$ cat config.mk
export PLATFORM = sky130hd
export DESIGN_NAME = scr48_frame
export DESIGN_NICKNAME = d
export VERILOG_FILES = /design/src/rtl/scr48_pkg.sv /design/src/rtl/scr48_keystream.sv /design/src/rtl/scr48_state_reg.sv /design/src/rtl/scr48_out_stage.sv /design/src/rtl/scr48_frame.sv
export SDC_FILE = /design/constraint.sdc
export NUM_CORES = 1
export LEC_CHECK = 0
export BUFFER_PORTS_ARGS = -buffer_cell sky130_fd_sc_hd__buf_2
export CAP_MARGIN = 20
export CORE_UTILIZATION = 56
export CTS_CLUSTER_DIAMETER = 120
export DETAILED_ROUTE_END_ITERATION = 8
export GPL_ROUTABILITY_DRIVEN = 0
export PLACE_DENSITY = 0.81
export SYNTH_ARGS = -nofsm -noshare
export SYNTH_HDL_FRONTEND = slang
export SYNTH_HIERARCHICAL = 1
export SYNTH_SLANG_ARGS = --single-unit
$ cat constraint.sdc
create_clock -name clk -period 5.64 [get_ports clk]
set_input_delay 0.282 -clock clk [delete_from_list [all_inputs] [get_ports clk]]
set_output_delay 0.282 -clock clk [all_outputs]
set_load 0.03 [all_outputs]
$ cat src/rtl/scr48_pkg.sv
// Shared constants for the 48-bit frame-synchronous scrambler.
// Assumes a Fibonacci-style register whose output is its top bit.
package scr48_pkg;
    localparam int          DATA_W = 48;
    localparam int          LFSR_W = 16;
    // Feedback taps on state bits 15, 11, 2, 0: x^16 + x^12 + x^3 + x + 1
    localparam logic [15:0] TAPS   = 16'h8805;
    localparam logic [15:0] SEED   = 16'hFFFF;
endpackage

$ cat src/rtl/scr48_keystream.sv
// Parallel keystream generator: unrolls DATA_W single-bit register steps.
// The keystream bit of step i lands at word bit DATA_W-1-i (MSB first).
// Also returns the state after all DATA_W steps. Purely combinational.
module scr48_keystream #(
    parameter int               DATA_W = 48,
    parameter int               LFSR_W = 16,
    parameter logic [LFSR_W-1:0] TAPS  = 16'h8805
) (
    input  logic [LFSR_W-1:0] state_cur,
    output logic [DATA_W-1:0] key_word,
    output logic [LFSR_W-1:0] state_nxt
);
    logic [DATA_W:0][LFSR_W-1:0] chain;

    assign chain[0] = state_cur;

    // One register step per position: emit the top bit, shift in the feedback
    for (genvar i = 0; i < DATA_W; i++) begin : g_step
        assign key_word[DATA_W-1-i] = chain[i][LFSR_W-1];
        assign chain[i+1] = {chain[i][LFSR_W-2:0], ^(chain[i] & TAPS)};
    end

    assign state_nxt = chain[DATA_W];
endmodule

$ cat src/rtl/scr48_state_reg.sv
// Generator state register. A reload takes priority over an advance.
// Holds its value when neither is requested. Synchronous active-low reset to SEED.
module scr48_state_reg #(
    parameter int                LFSR_W = 16,
    parameter logic [LFSR_W-1:0] SEED   = 16'hFFFF
) (
    input  logic              clk,
    input  logic              rst_n,
    input  logic              reload,
    input  logic              advance,
    input  logic [LFSR_W-1:0] state_nxt,
    output logic [LFSR_W-1:0] state_q
);
    // Update the state: reset, reload at frame start, or step by one word
    always_ff @(posedge clk) begin
        if (!rst_n)       state_q <= SEED;
        else if (reload)  state_q <= SEED;
        else if (advance) state_q <= state_nxt;
    end
endmodule

$ cat src/rtl/scr48_out_stage.sv
// Output register: XORs the word with the keystream, or bypasses it.
// Idles at all ones with valid low. One clock of latency.
module scr48_out_stage #(
    parameter int DATA_W = 48
) (
    input  logic              clk,
    input  logic              rst_n,
    input  logic              valid_in,
    input  logic              bypass,
    input  logic [DATA_W-1:0] data_in,
    input  logic [DATA_W-1:0] key_word,
    output logic [DATA_W-1:0] data_out,
    output logic              valid_out
);
    // Register the output word and its valid flag
    always_ff @(posedge clk) begin
        if (!rst_n) begin
            data_out  <= '1;
            valid_out <= 1'b0;
        end else if (!valid_in) begin
            data_out  <= '1;
            valid_out <= 1'b0;
        end else begin
            data_out  <= bypass ? data_in : (data_in ^ key_word);
            valid_out <= 1'b1;
        end
    end
endmodule

$ cat src/rtl/scr48_frame.sv
// Frame-synchronous additive scrambler/descrambler, one word per clock.
// Assumes frame_start marks the alignment word and is only honoured with valid_in.
// The same block serves both the transmit path and the receive path.
module scr48_frame
    import scr48_pkg::*;
#(
    parameter int                W  = DATA_W,
    parameter int                LW = LFSR_W,
    parameter logic [LW-1:0]     TP = TAPS,
    parameter logic [LW-1:0]     SD = SEED
) (
    input  logic         clk,
    input  logic         rst_n,
    input  logic         frame_start,
    input  logic         valid_in,
    input  logic [W-1:0] data_in,
    output logic [W-1:0] data_out,
    output logic         valid_out
);
    logic [LW-1:0] lfsr_q;
    logic [LW-1:0] lfsr_nxt;
    logic [W-1:0]  key_word;
    logic          align_word;
    logic          data_word;

    // Qualify the strobe: only a valid alignment word restarts the sequence
    assign align_word = valid_in & frame_start;
    assign data_word  = valid_in & ~frame_start;

    scr48_keystream #(.DATA_W(W), .LFSR_W(LW), .TAPS(TP)) u_ks (
        .state_cur (lfsr_q),
        .key_word  (key_word),
        .state_nxt (lfsr_nxt)
    );

    scr48_state_reg #(.LFSR_W(LW), .SEED(SD)) u_state (
        .clk       (clk),
        .rst_n     (rst_n),
        .reload    (align_word),
        .advance   (data_word),
        .state_nxt (lfsr_nxt),
        .state_q   (lfsr_q)
    );

    scr48_out_stage #(.DATA_W(W)) u_out (
        .clk       (clk),
        .rst_n     (rst_n),
        .valid_in  (valid_in),
        .bypass    (frame_start),
        .data_in   (data_in),
        .key_word  (key_word),
        .data_out  (data_out),
        .valid_out (valid_out)
    );
endmodule

==> impl_metrics.toml <==
[clocking]
cts_tree = "built"
clock_latency_ps = 350
cts_setup_buffers = 0
clock-sinks = 65
cts_root_buffer = "clkbuf_8"
clockBufferDepth = 2
clkTransAtPathRegs_ps = 80
postCtsResizedCells = 0
cts_hold_buf = 0
cts.htree.levels = 3
cts_buffers = 9

[place]
port_buffers = 100
hpwl_um = 7840

[synth]
synth.largest_area_cell = "dfxtp_1"
ys_types = 27
synth_top_cell_area_share = 0.258
yosysSeqAreaShare = 0.258
synthCells = 457
ys.flop_type = "dfxtp_1"
synthesis.area_mm2 = 0.00504
async_flop_share = 0
avgSynthCellArea_um2 = 11.0
synth-edff-count = 0
synth_seq_cells = 65
ys.warnings.count = 6
syn_nets = 509
synthTopCellsByArea = "dfxtp_1 26%, xnor2_1 24%, xnor3_1 8.5%, xor2_1 4.9%, nand2_1 4.8%"

[route]
wl_um = 10200
avgRoutedWirePerCell_um = 15.7
remaining_drc_errors = 0
ant_nets = 0
vias = 3138
drt_iter0_drc = 138
vias_per_cell = 4.84
first_pass_iters = 4

[layout]
nFillCells = 708
layout_commonest_cell = "xnor2_1"
drive_gt1_frac = 0.314
multi_input_area_mm2 = 0.00345
regArea_mm2 = 0.00130
layout_common_cells = "139 x xnor2_1, 100 x buf_2, 65 x dfxtp_1"
syn_to_final_growth_pct = 12.5
num_antenna_cells = 0
final_nets = 588

[timing]
period_needed_ps = 4380
final-setup-viol-count = 0
fin_crit_sh = 0.777
hold_slack_ps = 155
relSlewSlack = 0.434
maxSlewViolCount = 0
rsz0062_at_grt = "false"
finalHoldViolations = 0
fin_tns_setup_ps = 0
worst_pin_slew_ps = 850
clock_skew_ps = 8.26
fmax_mhz = 228

[floorplanning]
die_w_um = 96.8
io_pins = 101
initial_core_util = 0.578
die_area_mm2 = 0.00938
fp.coreArea_mm2 = 0.00872
row_count = 34
fp.dieH_um = 96.8

[worst_setup_path]
worstPathRequired_ps = 5870
critPathBufInv = 1
slowest_delay_ps = 610
critPathArrivalTime_ps = 4610
cp_max_fo = 7
path_cells = "xor3_1 -> xnor2_2 -> xnor3_2 -> xnor2_4 -> xnor3_2 -> xnor2_2 -> xor3_1 -> xnor3_1 -> inv_2 -> xnor2_1 -> mux2i_1 -> nand2_1"
path_class = "flop to flop"
cpMaxStageDelayCell = "xnor3_2"
cp_top_family = "XOR/XNOR gates"
end_kind = "flop"
crit_path_start_kind = "flop"

[grt]
grt_pass1_vias = 3146
grt_max_degree = 51
grt_use_total = 0.226
grt_antenna_before_repair = 0
grt_pass1_wl_um = 16300
grt_overflow_total = 0

[run_status]
status = "completed"

[min_path]
hold_path_class = "input pin to flop"

[flow_run]
cap_violations = 0
-- routing by layer --
layer	GRT usage	routed length [um]	share of wire
met1	0.276	4270	0.42
met2	0.389	5120	0.50
met3	0.0535	589	0.058
met4	0.0815	210	0.021
met5	0	0	0
-- cell usage after synthesis (6+ instances only) --
cell	number
xor2_1	28
nor2b_1	29
dfxtp_1	65
xor3_1	8
nor2b_2	14
xnor3_2	8
xnor2_1	139
buf_2	9
nand2_1	64
nor2b_4	6
xnor2_2	14
xnor3_1	19
buf_4	17
mux2i_1	16
-- final timing paths --
check                      start  depth (start not counted)                  end  slack [ps]
min reg2reg  u_state/state_q[12]                          2  u_state/state_q[12]         620
min                   data_in[9]                          3    u_out/data_out[9]         160
max reg2reg   u_state/state_q[7]                         12   u_state/state_q[3]        1260
max           u_state/state_q[7]                         12   u_state/state_q[3]        1260
-- sequential cells by signal, summed over array words and instances, names as in the netlist --
name / cells
u_state/state_q: 16
u_out/valid_out: 1
u_out/data_out: 48
-- stage by stage --
step / instances / util / instance area, um2 / worst slack, ps
4_1_cts: 648 / 0.649 / 5660 / 1230
5_1_grt: 649 / 0.650 / 5670 / 1070
3_3_place_gp: 632 / 0.621 / 5410 / 1340
6_report: 649 / 0.650 / 5670 / 1260
2_1_floorplan: 457 / - / 5040 / 1720
3_5_place_dp: 632 / 0.621 / 5410 / 1270
-- kinds of logic after synthesis --
family / synth area share
xor gates and xnor gates: 0.524
buffers and inverters: 0.0566
DFF: 0.258
muxes: 0.0318
and+or+nand+nor: 0.129
-- tightest hold or removal path: stages --
cell	delay (ps)
buf_2	80
xnor2_1	60
nand2_1	50
-- cell type report --
class / count / area share
sequential: 65 / 0.230
clock buffer: 9 / 0.0219
multi-input combinational: 354 / 0.609
tap: 108 / 0.0238
inverter: 4 / 0.00265
timing repair buffer: 102 / 0.0909
clock inverter: 7 / 0.0221
Power is left out: the tool's default activity adds up to more than one toggle a clock period on the data nets, which glitch-free logic cannot reach.
